File: src/rtl/aluPkg.sv
package aluPkg;
  localparam int OP_W = 5;

  // Operation codes. The numeric values are part of the block's interface.
  localparam logic [OP_W-1:0] OP_ADD  = 5'd0;
  localparam logic [OP_W-1:0] OP_ADDU = 5'd1;
  localparam logic [OP_W-1:0] OP_SUB  = 5'd2;
  localparam logic [OP_W-1:0] OP_SUBU = 5'd3;
  localparam logic [OP_W-1:0] OP_AND  = 5'd4;
  localparam logic [OP_W-1:0] OP_OR   = 5'd5;
  localparam logic [OP_W-1:0] OP_XOR  = 5'd6;
  localparam logic [OP_W-1:0] OP_SLL  = 5'd7;
  localparam logic [OP_W-1:0] OP_SRL  = 5'd8;
  localparam logic [OP_W-1:0] OP_SRA  = 5'd9;
  localparam logic [OP_W-1:0] OP_LHI  = 5'd10;
  localparam logic [OP_W-1:0] OP_SLT  = 5'd11;
  localparam logic [OP_W-1:0] OP_SGT  = 5'd12;
  localparam logic [OP_W-1:0] OP_SLE  = 5'd13;
  localparam logic [OP_W-1:0] OP_SGE  = 5'd14;
  localparam logic [OP_W-1:0] OP_SEQ  = 5'd15;
  localparam logic [OP_W-1:0] OP_SNE  = 5'd16;

  // Function unit that drives the result.
  typedef enum logic [2:0] {
    U_NONE, U_ADD, U_LOG, U_SHF, U_LHI, U_CMP
  } unit_e;

  // Selector inside a unit.
  localparam logic [2:0] F_AND = 3'd0, F_OR  = 3'd1, F_XOR = 3'd2;
  localparam logic [2:0] F_SLL = 3'd0, F_SRL = 3'd1, F_SRA = 3'd2;
  localparam logic [2:0] F_LT  = 3'd0, F_GT  = 3'd1, F_LE  = 3'd2,
                         F_GE  = 3'd3, F_EQ  = 3'd4, F_NE  = 3'd5;

  // Strobes passed from the decoder to the datapath.
  typedef struct packed {
    unit_e      unit;
    logic       sub;
    logic       ovfEn;
    logic [2:0] fn;
  } aluCtrl_t;
endpackage

File: src/rtl/aluCtrl.sv
module aluCtrl
  import aluPkg::*;
(
  input  logic [OP_W-1:0] op,
  output aluCtrl_t        ctl
);
  always_comb begin
    ctl = '{unit: U_NONE, sub: 1'b0, ovfEn: 1'b0, fn: 3'd0};
    case (op)
      OP_ADD:  begin ctl.unit = U_ADD; ctl.ovfEn = 1'b1; end
      OP_ADDU: begin ctl.unit = U_ADD; end
      OP_SUB:  begin ctl.unit = U_ADD; ctl.sub = 1'b1; ctl.ovfEn = 1'b1; end
      OP_SUBU: begin ctl.unit = U_ADD; ctl.sub = 1'b1; end
      OP_AND:  begin ctl.unit = U_LOG; ctl.fn = F_AND; end
      OP_OR:   begin ctl.unit = U_LOG; ctl.fn = F_OR;  end
      OP_XOR:  begin ctl.unit = U_LOG; ctl.fn = F_XOR; end
      OP_SLL:  begin ctl.unit = U_SHF; ctl.fn = F_SLL; end
      OP_SRL:  begin ctl.unit = U_SHF; ctl.fn = F_SRL; end
      OP_SRA:  begin ctl.unit = U_SHF; ctl.fn = F_SRA; end
      OP_LHI:  begin ctl.unit = U_LHI; end
      OP_SLT:  begin ctl.unit = U_CMP; ctl.fn = F_LT; end
      OP_SGT:  begin ctl.unit = U_CMP; ctl.fn = F_GT; end
      OP_SLE:  begin ctl.unit = U_CMP; ctl.fn = F_LE; end
      OP_SGE:  begin ctl.unit = U_CMP; ctl.fn = F_GE; end
      OP_SEQ:  begin ctl.unit = U_CMP; ctl.fn = F_EQ; end
      OP_SNE:  begin ctl.unit = U_CMP; ctl.fn = F_NE; end
      default: ; // unused codes select no unit
    endcase
  end

  // Overflow reporting is enabled only for the signed add and subtract.
  always_comb begin
    AST_OVF_ONLY_SIGNED: assert (!ctl.ovfEn || op == OP_ADD || op == OP_SUB);
  end
endmodule

File: src/rtl/aluDatapath.sv
module aluDatapath
  import aluPkg::*;
#(
  parameter int WIDTH = 32
) (
  input  logic             clk,
  input  logic             rstN,
  input  logic             inValid,
  input  aluCtrl_t         ctl,
  input  logic [WIDTH-1:0] opA,
  input  logic [WIDTH-1:0] opB,
  output logic             outValid,
  output logic [WIDTH-1:0] result,
  output logic             overflow
);
  localparam int SH_W = $clog2(WIDTH);
  localparam int HALF = WIDTH / 2;
  localparam int MSB  = WIDTH - 1;

  // Adder: subtraction is addition of the inverted operand plus one.
  logic [WIDTH-1:0] bOp, sum;
  logic             ovfNext;
  always_comb begin
    bOp     = ctl.sub ? ~opB : opB;
    sum     = opA + bOp + {{(WIDTH-1){1'b0}}, ctl.sub};
    ovfNext = ctl.ovfEn && (ctl.unit == U_ADD) &&
              (opA[MSB] == bOp[MSB]) && (sum[MSB] != opA[MSB]);
  end

  // Bitwise logic.
  logic [WIDTH-1:0] logicRes;
  always_comb begin
    case (ctl.fn)
      F_AND:   logicRes = opA & opB;
      F_OR:    logicRes = opA | opB;
      default: logicRes = opA ^ opB;
    endcase
  end

  // Shifter: the distance comes from the low bits of the second operand.
  logic [SH_W-1:0]  shamt;
  logic [WIDTH-1:0] shiftRes;
  always_comb begin
    shamt = opB[SH_W-1:0];
    case (ctl.fn)
      F_SLL:   shiftRes = opA << shamt;
      F_SRL:   shiftRes = opA >> shamt;
      default: shiftRes = $unsigned($signed(opA) >>> shamt);
    endcase
  end

  // Upper-half immediate load.
  logic [WIDTH-1:0] lhiRes;
  assign lhiRes = {opB[HALF-1:0], {(WIDTH-HALF){1'b0}}};

  // Signed set-compare.
  logic isLt, isEq, cmpBit;
  logic [WIDTH-1:0] cmpRes;
  always_comb begin
    isLt = $signed(opA) < $signed(opB);
    isEq = (opA == opB);
    case (ctl.fn)
      F_LT:    cmpBit = isLt;
      F_GT:    cmpBit = !isLt && !isEq;
      F_LE:    cmpBit = isLt || isEq;
      F_GE:    cmpBit = !isLt;
      F_EQ:    cmpBit = isEq;
      default: cmpBit = !isEq;
    endcase
    cmpRes = {{(WIDTH-1){1'b0}}, cmpBit};
  end

  // Result multiplexer.
  logic [WIDTH-1:0] resNext;
  always_comb begin
    case (ctl.unit)
      U_ADD:   resNext = sum;
      U_LOG:   resNext = logicRes;
      U_SHF:   resNext = shiftRes;
      U_LHI:   resNext = lhiRes;
      U_CMP:   resNext = cmpRes;
      default: resNext = '0;
    endcase
  end

  // Single output register stage.
  always_ff @(posedge clk or negedge rstN) begin
    if (!rstN) begin
      outValid <= 1'b0;
      result   <= '0;
      overflow <= 1'b0;
    end else begin
      outValid <= inValid;
      if (inValid) begin
        result   <= resNext;
        overflow <= ovfNext;
      end
    end
  end

  AST_VALID_PIPE: assert property (@(posedge clk) disable iff (!rstN)
    inValid |=> outValid);
  AST_HOLD: assert property (@(posedge clk) disable iff (!rstN)
    !inValid |=> ($stable(result) && $stable(overflow)));
  AST_NO_OVERFLOW: assert property (@(posedge clk) disable iff (!rstN)
    (inValid && !ctl.ovfEn) |=> !overflow);
  AST_CMP_BOOL: assert property (@(posedge clk) disable iff (!rstN)
    (inValid && ctl.unit == U_CMP) |=> (result[WIDTH-1:1] == '0));
  AST_LHI_LOW: assert property (@(posedge clk) disable iff (!rstN)
    (inValid && ctl.unit == U_LHI) |=> (result[HALF-1:0] == '0));
  AST_UNUSED_ZERO: assert property (@(posedge clk) disable iff (!rstN)
    (inValid && ctl.unit == U_NONE) |=> (result == '0 && !overflow));
endmodule

File: src/rtl/intAlu.sv
module intAlu
  import aluPkg::*;
#(
  parameter int WIDTH = 32
) (
  input  logic             clk,
  input  logic             rstN,
  input  logic             inValid,
  input  logic [OP_W-1:0]  op,
  input  logic [WIDTH-1:0] opA,
  input  logic [WIDTH-1:0] opB,
  output logic             outValid,
  output logic [WIDTH-1:0] result,
  output logic             overflow
);
  aluCtrl_t ctl;

  aluCtrl u_ctrl (
    .op  (op),
    .ctl (ctl)
  );

  aluDatapath #(.WIDTH(WIDTH)) u_dp (
    .clk      (clk),
    .rstN     (rstN),
    .inValid  (inValid),
    .ctl      (ctl),
    .opA      (opA),
    .opB      (opB),
    .outValid (outValid),
    .result   (result),
    .overflow (overflow)
  );
endmodule

File: config.mk
export PLATFORM = sky130hd
export DESIGN_NAME = intAlu
export DESIGN_NICKNAME = d
export VERILOG_FILES = /design/src/rtl/aluPkg.sv /design/src/rtl/aluCtrl.sv /design/src/rtl/aluDatapath.sv /design/src/rtl/intAlu.sv
export SDC_FILE = /design/constraint.sdc
export NUM_CORES = 1
export LEC_CHECK = 0
export ABC_AREA = 1
export BUFFER_PORTS_ARGS = -buffer_cell sky130_fd_sc_hd__buf_2
export CAP_MARGIN = 30
export CORE_ASPECT_RATIO = 1.75
export CORE_UTILIZATION = 36
export CTS_BUF_LIST = sky130_fd_sc_hd__clkbuf_8 sky130_fd_sc_hd__clkbuf_16
export DETAILED_ROUTE_END_ITERATION = 10
export SLEW_MARGIN = 25
export SYNTH_ARGS = -nofsm -noshare
export SYNTH_HDL_FRONTEND = slang
export SYNTH_SLANG_ARGS = --single-unit
File: constraint.sdc
create_clock -name clk -period 2.2 [get_ports clk]
set_clock_uncertainty 0.15 [all_clocks]
set_input_delay 0 -clock clk [delete_from_list [all_inputs] [get_ports clk]]
set_output_delay 0 -clock clk [all_outputs]
set_load 0.01 [all_outputs]
==> run_results.csv, run 1 <==
group,metric,value,unit
status,status,"complete, but fails checks",
status,violations,"setup timing",
placement,dp_slack,-0.896,ns
placement,gp_congestion,1.05,
placement,port-buffer-count,105,
power,power_leakage,8.34,nW
run,cap_violations,0,
clock_network,cts_root_buf,"clkbuf_16",
synth,syn_nets,2029,
synth,synth_area_leaders,"nand2_1, ha_1, o21ai_0",
die,dieWidth,129,µm
global_route,grt_pass1_wl,80700,µm
synth,syn-mean-instance-area,5.55,µm²
setup_path,path_class,"input port to register",
placement,placed_cells,2632,
die,row_count,81,
clock_network,clk_latency,0.29,ns
synth,synth-edff-count,0,
setup_path,cp_slowest_stage_delay,0.36,ns
min_path,hp-class,"input port to register",
power,finalPower,5.77,mW
final_layout,fin_cells,2692,
drt,first_pass_iters,5,
global_route,grt_pass1_vias,14400,
drt,drt-initial-drc-count,1211,
global_route,track_usage,0.374,
final_layout,fin_util,0.571,
setup_path,startpoint_type,"input port",
synth,synth_top_area_frac,0.222,
timing,rsz0062_at_grt,"true",
die,dieArea,28900,µm²
timing,final_hold_viol_count,0,
clock_network,cts_buffers,5,
global_route,grt_start_max_net_pins,60,
timing,slew_viol_final,0,
setup_path,critical_path.max_fanout,7,
clock_network,clk_pin_slew_worst_paths,0.06,ns
setup_path,crit_top_cell,"nand2_2",
final_layout,fin_nets,2518,
timing,worstMarginPinSlew,0.790,ns
setup_path,cp_cell_sequence,"buf_6 -> nor2_4 -> nand2_4 -> nor2_4 -> buf_8 -> buf_16 -> xor2_1 -> ha_1 -> nand2_2 -> buf_6 -> nor4_4 -> nand2_2 -> nand2_4 -> a21oi_4 -> nor2_1 -> nor2_1 -> nand2_2 -> nand3_4 -> nand2_2 -> nand2_2",
synth,syn-cell-area,10200,µm²
power,power_density,362,nW/µm²
drt,routedWlPerCell,20.7,µm
timing,finalWorstSetupSlack,-0.457,ns
placement,dp_hpwl,43600,µm
timing,setup_violations,29,
clock_network,clock_sinks,34,
final_layout,final_common_cell,"nand2_1",
timing,period_needed,2.66,ns
clock_network,cts_tree,"done",
setup_path,critPathSlowestCell,"ha_1",
synth,yosysUniqueCellTypes,48,
synth,yosysTopAreaCell,"nand2_1",
setup_path,critical_path_arrival,2.69,ns
clock_network,h-tree-depth,2,
synth,async_flop_share,1.00,
drt,viasPerCell,5.48,
final_layout,mostFrequentLayoutCells,"nand2_1, buf_4, o21ai_0",
die,initial_utilization,0.364,
final_layout,stdcell_area,15900,µm²
synth,ys.flop_type,"dfrtp_1",
drt,drc,0,
drt,vias,14800,
die,die_y,224,µm
setup_path,worstPathRequired,2.23,ns
timing,maxSlewHeadroom,0.473,
drt,drtAntennaViolNets,0,
final_layout,layout-drive-gt1-share,0.350,
die,ios,106,
drt,finalWirelength,55800,µm
clock_network,clockBufferDepth,2,
placement,placed_area,14100,µm²
die,core_area,27900,µm²
timing,fmax,376,MHz
synth,syn_inst,1829,
synth,ys_seq_area_frac,0.0838,
synth,yosys_warnings,0,
setup_path,end_kind,"register",
final_layout,syn_to_final_growth,56.9,%
global_route,antenna_found_initial,0,
timing,period_share,1.21,
power,ir_worst_vdd,0.655,mV
global_route,overflow,0,
synth,ys_seq_elements,34,
final_layout,diodes,0,
critical path, delay by kind of cell:
kind / cells / cell delay, ns
adders and majority gates: 1 / 0.36
buffers and inverters: 4 / 0.58
xor gates and xnor gates: 1 / 0.08
AOI/OAI and AO/OA: 1 / 0.08
and+or+nand+nor: 13 / 1.56
timing repair:
item,4_1_cts,5_1_grt
gates resized for setup,108,185
hold buffers,1,0
endpoints found under the hold margin,34,0
endpoints found under the setup margin,30,33
pin swaps,41,99
cloned,2,3
setup buffers,13,34
layout make-up:
class | instances | area [µm²]
tap | 373 | 467
timing repair buffer | 578 | 4440
clock inverter | 3 | 45.0
fill | 2758 | 11900
sequential | 34 | 851
clock buffer | 5 | 125
inverter | 164 | 626
multi-input combinational | 1535 | 9370
registers in the layout, indices dropped and copies added (netlist names):
signal         count
u_dp.outValid      1
u_dp.overflow      1
u_dp.result       32
routing by layer:
layer,GRT usage,part of all wire,vias to the layer above
li1,-,-,7007
met1,0.393,0.36,6888
met2,0.658,0.49,594
met3,0.0370,0.045,262
met4,0.324,0.11,0
met5,0,0,-
cells in the mapped netlist (2+ instances only):
| master | number |
|---|---|
| nand2_1 | 600 |
| o21a_1 | 18 |
| o21bai_1 | 6 |
| nor4_1 | 4 |
| o221ai_1 | 2 |
| xnor2_1 | 3 |
| or2_0 | 2 |
| nand3b_1 | 10 |
| o31ai_1 | 2 |
| a21boi_0 | 2 |
| a21o_1 | 8 |
| buf_1 | 13 |
| nand4_1 | 10 |
| ha_1 | 127 |
| mux2i_1 | 11 |
| dfrtp_1 | 34 |
| nor2_1 | 125 |
| o22ai_1 | 6 |
| nand3_1 | 145 |
| nor3_1 | 12 |
| a211oi_1 | 5 |
| o21ai_2 | 2 |
| clkbuf_1 | 50 |
| or2_2 | 14 |
| buf_2 | 27 |
| clkinv_1 | 6 |
| o21ai_1 | 19 |
| o21ai_0 | 188 |
| a21oi_1 | 127 |
| a31oi_1 | 4 |
| inv_2 | 7 |
| xor2_1 | 32 |
| buf_4 | 5 |
| o211ai_1 | 39 |
| inv_1 | 151 |
through the flow:
stage | hold slack [ns] | TNS [ns]
floorplan | -0.446 | -2.04
global placement | -0.0283 | -16.01
detailed placement | -0.0204 | -16.94
CTS | 0.00545 | -5.43
global route | 0.0279 | -12.76
finish | 0.0112 | -9.24
final timing paths:
path	start	endpoint	slack, ns	cells past startpoint
max reg2reg	u_dp.result[30]	u_dp.result[30]	1.32	2
min in group asynchronous	rstN	u_dp.outValid	0.18	2
max	op[2]	u_dp.result[21]	-0.46	20
min reg2reg	u_dp.overflow	u_dp.overflow	0.33	2
max in group asynchronous	rstN	u_dp.result[27]	1.22	2
min	inValid	u_dp.outValid	0.01	2
report_power, final:
| group | internal (mW) | total [mW] | switching, mW |
|---|---|---|---|
| Sequential | 0.693 | 0.737 | 0.0447 |
| Clock | 0.534 | 0.829 | 0.295 |
| Combinational | 1.81 | 4.20 | 2.39 |
cells by family after synthesis:
group / Yosys count / share of synthesized area
AOI/OAI and AO/OA: 431 / 0.236
buffers and inverters: 260 / 0.102
adders and majority gates: 128 / 0.158
and+or+nand+nor: 930 / 0.378
xor gates and xnor gates: 35 / 0.0302
muxes: 11 / 0.0108
DFF: 34 / 0.0838
Power figures use the tool's default switching activity.
==> inputs of run 2 (changes only) <==
Settings changed: SYNTH_HIERARCHICAL set to 1.
==> run 2 against run 1 <==
Net effect:
- the run still ends with setup timing left
- cell count rose by 2.4%
- setup slack better by 0.032 ns
- cell area up 8.1%
- critical path depth is 1 higher
- hold slack improved by 0.022 ns
- total power rose by 19%
- core utilization rose by 3.0 points
- sequential share of layout area decreased by 0.40 points
- maximum frequency up 1.2%
- largest cell class unchanged
==> run_results.csv, run 2 <==
group,metric,value,unit
min_path,hp-class,"input port to register",
final_layout,top_register,"u_dp/result",
global_route,grt_pass1_vias,15100,
clock_network,clk_latency,0.28,ns
final_layout,n_fill_cell,2829,
global_route,globalRouteMet3Util,0.147,
drt,drt-initial-drc-count,1277,
setup_path,critical_path_arrival,2.65,ns
synth,netlist_top_cells_count,"nand2_1, inv_1, nand3_1",
synth,synth_top_family_by_area,"simple AND/OR/NAND/NOR gates",
timing,fmax,381,MHz
global_route,met1_usage,0.439,
die,row_count,82,
synth,yosysUniqueCellTypes,62,
placement,dp_hpwl,54000,µm
drt,finalWirelength,69200,µm
die,dieWidth,131,µm
setup_path,critical_path.max_fanout,6,
final_layout,largest_reg_flops,32,
global_route,grt-busiest-layer,"met2",
global_route,track_usage,0.466,
power,p_switching,3.47,mW
drt,first_pass_iters,5,
synth,synth-simple-area-share,0.357,
global_route,grt_pass1_wl,97800,µm
power,power_density,398,nW/µm²
timing,finalWorstSetupSlack,-0.426,ns
synth,ys_seq_area_frac,0.0814,
synth,synth-edff-count,0,
synth,syn-mean-instance-area,5.75,µm²
min_path,hold_depth,2,
setup_path,path_class,"input port to register",
setup_path,end_kind,"register",
synth,ys.flop_type,"dfrtp_1",
drt,vias,15500,
final_layout,final_common_cell,"nand2_1",
setup_path,r2r-end,"u_dp/result[11]",
drt,routedWlPerCell,25.1,µm
power,pwr-share-seq,0.114,
power,power_leakage,8.88,nW
die,initial_utilization,0.365,
timing,fin_setup_tns,-9.43,ns
final_layout,mostFrequentLayoutCells,"nand2_1, buf_4, inv_1",
setup_path,timing.critical_path.buf_inv,6,
setup_path,critPathSlowestCell,"ha_1",
clock_network,clockBufferDepth,2,
die,dieArea,29700,µm²
setup_path,cp_slowest_stage_delay,0.31,ns
drt,viasPerCell,5.64,
die,core_area,28600,µm²
global_route,antenna_found_initial,6,
setup_path,cp_top_family,"simple AND/OR/NAND/NOR gates",
min_path,holdCritStartpoint,"inValid",
power,p_int,3.39,mW
synth,yosysMostFrequentCell,"nand2_1",
clock_network,cts_root_buf,"clkbuf_16",
synth,synthXorXnorAreaFrac,0.0268,
status,violations,"setup timing",
setup_path,startpoint_type,"input port",
timing,maxSlewHeadroom,0.434,
synth,syn_inst,1816,
final_layout,reg_top3,"u_dp/result: 32 flops, u_dp/outValid: 1 flops, u_dp/overflow: 1 flops",
die,die_y,227,µm
timing,final_hold_viol_count,0,
power,ir_worst_vdd,0.353,mV
clock_network,cts_tree,"done",
final_layout,regArea,851,µm²
timing,period_needed,2.63,ns
final_layout,stdcell_area,17200,µm²
drt,drtAntennaViolNets,0,
power,p_sw_frac,0.506,
timing,slew_viol_final,0,
synth,syn_nets,2016,
power,power_frac_clock,0.100,
synth,synth_area_leaders,"nand2_1, ha_1, dfrtp_1",
min_path,hold_path_end,"u_dp/outValid",
synth,syn-cell-area,10400,µm²
power,finalPower,6.86,mW
clock_network,cts_buffers,5,
final_layout,multiInputGateArea,9960,µm²
clock_network,clock_sinks,34,
setup_path,rr_worst_depth,2,
synth,synth_fa_ha_area_frac,0.154,
timing,rsz0062_at_grt,"true",
final_layout,fin_nets,2578,
timing,period_share,1.19,
placement,gp_congestion,1.07,
setup_path,worstPathRequired,2.22,ns
synth,yosysTopAreaCell,"nand2_1",
synth,ys_seq_elements,34,
global_route,grt_start_max_net_pins,60,
final_layout,syn_to_final_growth,64.8,%
status,status,"complete, but fails checks",
die,ios,106,
setup_path,cp_cell_sequence,"buf_8 -> nor2_4 -> nand2_2 -> nor2_4 -> buf_12 -> buf_12 -> buf_16 -> xor2_2 -> ha_1 -> a21o_1 -> buf_6 -> a21oi_4 -> o21ai_4 -> a21o_1 -> buf_6 -> nand3_4 -> nand3b_1 -> nand3_2 -> nand3_2 -> nand2_1 -> nand2_1",
synth,yosys_warnings,6,
clock_network,clk_pin_slew_worst_paths,0.06,ns
run,cap_violations,0,
clock_network,h-tree-depth,2,
placement,placed_area,14700,µm²
synth,async_flop_share,1.00,
drt,drc,0,
power,combPwrFrac,0.785,
placement,port-buffer-count,105,
global_route,grtUsageMet2,0.763,
synth,synth_top_area_frac,0.206,
setup_path,r2r-start,"u_dp/result[11]",
synth,synthMuxAreaShare,0.0165,
synth,synth-compound-area-share,0.257,
timing,setup_violations,33,
placement,dp_slack,-0.842,ns
timing,worstMarginPinSlew,0.825,ns
global_route,overflow,0,
setup_path,regToRegSetupSlack,1.39,ns
final_layout,layout-drive-gt1-share,0.415,
==> run 2: changes by cell type after synthesis, sizes merged, moves of 7 or more <==
cell    previous run  this run
a22oi              1        12
nand3            146       139
clkbuf            50        33
nand2            602       582
or2               17        10
inv              158       172
buf               46        56
o211ai            39        56
nor2             127       115
==> run 2: final cells by class <==
type	count	area share
Antenna cell	1	0.000145
Clock buffer	5	0.00727
Clock inverter	2	0.000582
Inverter	175	0.0396
Multi-Input combinational cell	1518	0.578
Sequential cell	34	0.0494
Tap cell	378	0.0275
Timing Repair Buffer	644	0.297
==> run 2: logic make-up (layout without fill, tap and decap cells) <==
kind of cell,count (synthesis),in the layout
flops,34,34
buf+inv,264,826
xor+xnor,32,32
other cells,0,1
compound gates,456,456
fa+ha+maj,128,128
mux,16,16
simple gates,886,886
==> run 2: worst max path at each step <==
stage | start | end | slack, ns | cells after the start
global placement | op[2] | u_dp/result[23] | -0.85 | 19
floorplan | op[1] | u_dp/result[16] | -0.20 | 24
CTS | op[2] | u_dp/result[24] | -0.40 | 23
global route | op[3] | u_dp/result[27] | -0.52 | 22
finish | op[3] | u_dp/result[27] | -0.43 | 21
detailed placement | op[2] | u_dp/result[23] | -0.84 | 19
==> run 2: power by group through the flow <==
stage	Sequential, mW	Clock, mW	Combinational [mW]
after floorplan	0.837	0	1.97
after global placement	0.792	0	4.25
after detailed placement	0.794	0	4.26
after CTS	0.785	0.691	4.68
after global routing	0.798	0.717	5.69
final	0.785	0.688	5.38
==> run 2: layer usage <==
| layer | routed length (µm) | part of all wire |
|---|---|---|
| met5 | 73 | 0.0011 |
| met2 | 32600 | 0.47 |
| met4 | 9050 | 0.13 |
| met1 | 21900 | 0.32 |
| met3 | 5510 | 0.080 |
==> run 2: stage by stage <==
| step | std cells | hold slack [ns] | util |
|---|---|---|---|
| global placement | 2665 | -0.0358 | 0.513 |
| detailed placement | 2665 | -0.0142 | 0.513 |
| floorplan | 1816 | -0.446 | - |
| CTS | 2712 | 0.0122 | 0.555 |
| finish | 2757 | 0.0329 | 0.601 |
| global route | 2757 | 0.0365 | 0.601 |
==> run 2: repair_timing <==
action / 4_1_cts / 5_1_grt
resized for setup: 175 / 231
pin swaps: 59 / 100
buffers inserted: 37 / 45
endpoints found under the setup margin: 31 / 33
gates cloned: 3 / 2
hold buffers: 1 / 0
endpoints found under the hold margin: 34 / 0
==> inputs of run 3 (changes only) <==
Clock period 2.2 ns to 3 ns, I/O delays scaled along.
==> run 3 against run 2 <==
Net effect:
- the run now ends clean
- register-to-register slack gained 0.76 ns
- sequential cell count is the same
- routed wire length shrank 15%
- clock-buffer cell count is the same
- setup slack gained 0.54 ns
- hold slack lost 0.011 ns
- non-clock buffer count shrank 351
- cell area shrank 26%
- critical endpoint is now u_dp/result[23]
- largest cell class unchanged
==> run_results.csv, run 3 (synthesized netlist as in run 2, its figures left out) <==
group,metric,value,unit
setup_path,worstPathRequired,3.02,ns
setup_path,cp_top_family,"simple AND/OR/NAND/NOR gates",
setup_path,end_kind,"register",
drt,drt-initial-drc-count,1070,
run,cap_violations,0,
die,ios,106,
setup_path,worstSetupPathDepth,17,
power,finalPower,4.05,mW
global_route,grt_pass1_wl,84300,µm
drt,routedWlPerCell,24.5,µm
final_layout,syn_to_final_growth,22.3,%
final_layout,reg_top3,"u_dp/result: 32 flops, u_dp/outValid: 1 flops, u_dp/overflow: 1 flops",
global_route,antenna_found_initial,3,
clock_network,clockBufferDepth,2,
setup_path,regToRegSetupSlack,2.15,ns
setup_path,critical_path.max_fanout,11,
clock_network,clk_pin_slew_worst_paths,0.06,ns
final_layout,regArea,851,µm²
drt,vias,13700,
setup_path,critical_path_arrival,2.90,ns
global_route,overflow,0,
setup_path,r2r-start,"u_dp/result[29]",
setup_path,crit_top_cell,"nand2_1",
final_layout,largest_reg_flops,32,
timing,rsz0062_at_grt,"true",
die,core_area,28600,µm²
final_layout,diodes,0,
clock_network,cts_root_buf,"clkbuf_16",
clock_network,clk_latency,0.28,ns
die,die_y,227,µm
drt,viasPerCell,5.67,
power,power_density,317,nW/µm²
setup_path,cp_cell_sequence,"buf_2 -> nor2_2 -> nand2_1 -> nor2_4 -> buf_12 -> xor2_1 -> ha_1 -> a21o_1 -> a31oi_1 -> buf_4 -> o21ai_0 -> nor2_1 -> nand2_1 -> o21ai_0 -> nand3_1 -> nand2_1 -> nand2_1",
setup_path,path_class,"input port to register",
drt,finalWirelength,59000,µm
final_layout,fin_nets,2227,
status,status,"completed",
setup_path,timing.critical_path.buf_inv,3,
final_layout,multiInputGateArea,8540,µm²
clock_network,clock_sinks,34,
placement,dp_hpwl,48000,µm
timing,fin_setup_tns,0,ns
timing,holdWs,0.0223,ns
die,row_count,82,
timing,setup_violations,0,
final_layout,fin_util,0.447,
setup_path,cp_slowest_stage_delay,0.35,ns
setup_path,crit_start,"op[2]",
power,ir_worst_vdd,0.259,mV
setup_path,r2r-end,"u_dp/result[29]",
setup_path,endpoint,"u_dp/result[23]",
timing,fmax,347,MHz
final_layout,final_common_cell,"nand2_1",
setup_path,critPathSlowestCell,"ha_1",
final_layout,mostFrequentLayoutCells,"nand2_1, buf_4, inv_1",
drt,drc,0,
global_route,grt_start_max_net_pins,71,
placement,port-buffer-count,105,
setup_path,rr_worst_depth,2,
drt,drtAntennaViolNets,0,
placement,gp_congestion,1.06,
global_route,track_usage,0.399,
final_layout,layout-drive-gt1-share,0.188,
clock_network,h-tree-depth,2,
die,initial_utilization,0.365,
global_route,grt_pass1_vias,13200,
timing,period_share,0.961,
clock_network,cts_tree,"done",
drt,first_pass_iters,6,
min_path,hp-class,"input port to register",
timing,maxSlewHeadroom,0.330,
timing,slew_viol_final,0,
die,dieArea,29700,µm²
timing,worstMarginPinSlew,1.00,ns
die,dieWidth,131,µm
clock_network,cts_buffers,5,
power,power_leakage,6.82,nW
setup_path,startpoint_type,"input port",
timing,final_hold_viol_count,0,
final_layout,n_fill_cell,3164,
final_layout,top_register,"u_dp/result",
timing,period_needed,2.88,ns
run 3: where the power goes:
group / internal, mW / total, mW / switching (mW)
sequential: 0.533 / 0.581 / 0.0486
combinational: 0.975 / 2.78 / 1.81
clock: 0.478 / 0.688 / 0.210
total: 1.99 / 4.05 / 2.07
run 3: worst min-delay path by stage:
stage | start | to | slack, ns | cells after the start
finish | inValid | u_dp/outValid | 0.02 | 1
global placement | rstN | u_dp/result[8] | -0.03 | 1
CTS | inValid | u_dp/outValid | 0.03 | 1
detailed placement | rstN | u_dp/result[7] | -0.02 | 1
global route | inValid | u_dp/outValid | 0.06 | 1
floorplan | rstN | u_dp/outValid | -0.45 | 0
run 3: worst reg2reg max path, stage by stage (launching register included):
cell and delay (ns):
dfrtp_1 0.44, nand2_1 0.09, nand2_1 0.05
run 3: cell type report:
cell class                      instances  area share
Sequential cell                        34      0.0666
Clock inverter                          3     0.00538
Tap cell                              378      0.0370
Multi-Input combinational cell       1518       0.668
Timing Repair Buffer                  293       0.162
Clock buffer                            5     0.00979
Inverter                              175      0.0516
run 3: routing by layer:
layer  part of all wire  global-route usage  up-vias
li1                   -                   -     6482
met1               0.34               0.397     6301
met2               0.48               0.673      604
met3              0.057              0.0649      259
met4               0.13               0.418        6
met5            0.00066                   0        -
run 3: stage by stage:
step,setup slack (ns),cells,instance area [µm²]
after floorplan,0.197,1816,10400
after global placement,-0.374,2397,12500
after detailed placement,-0.387,2397,12500
after CTS,0.0556,2406,12700
after global routing,-0.0638,2406,12800
final,0.117,2406,12800
run 3: repair_timing:
action	CTS	global route
hold buffers	1	0
setup endpoints to repair	1	12
pin swaps	0	4
setup buffers	0	0
resized for setup	1	13
hold endpoints to repair	34	0
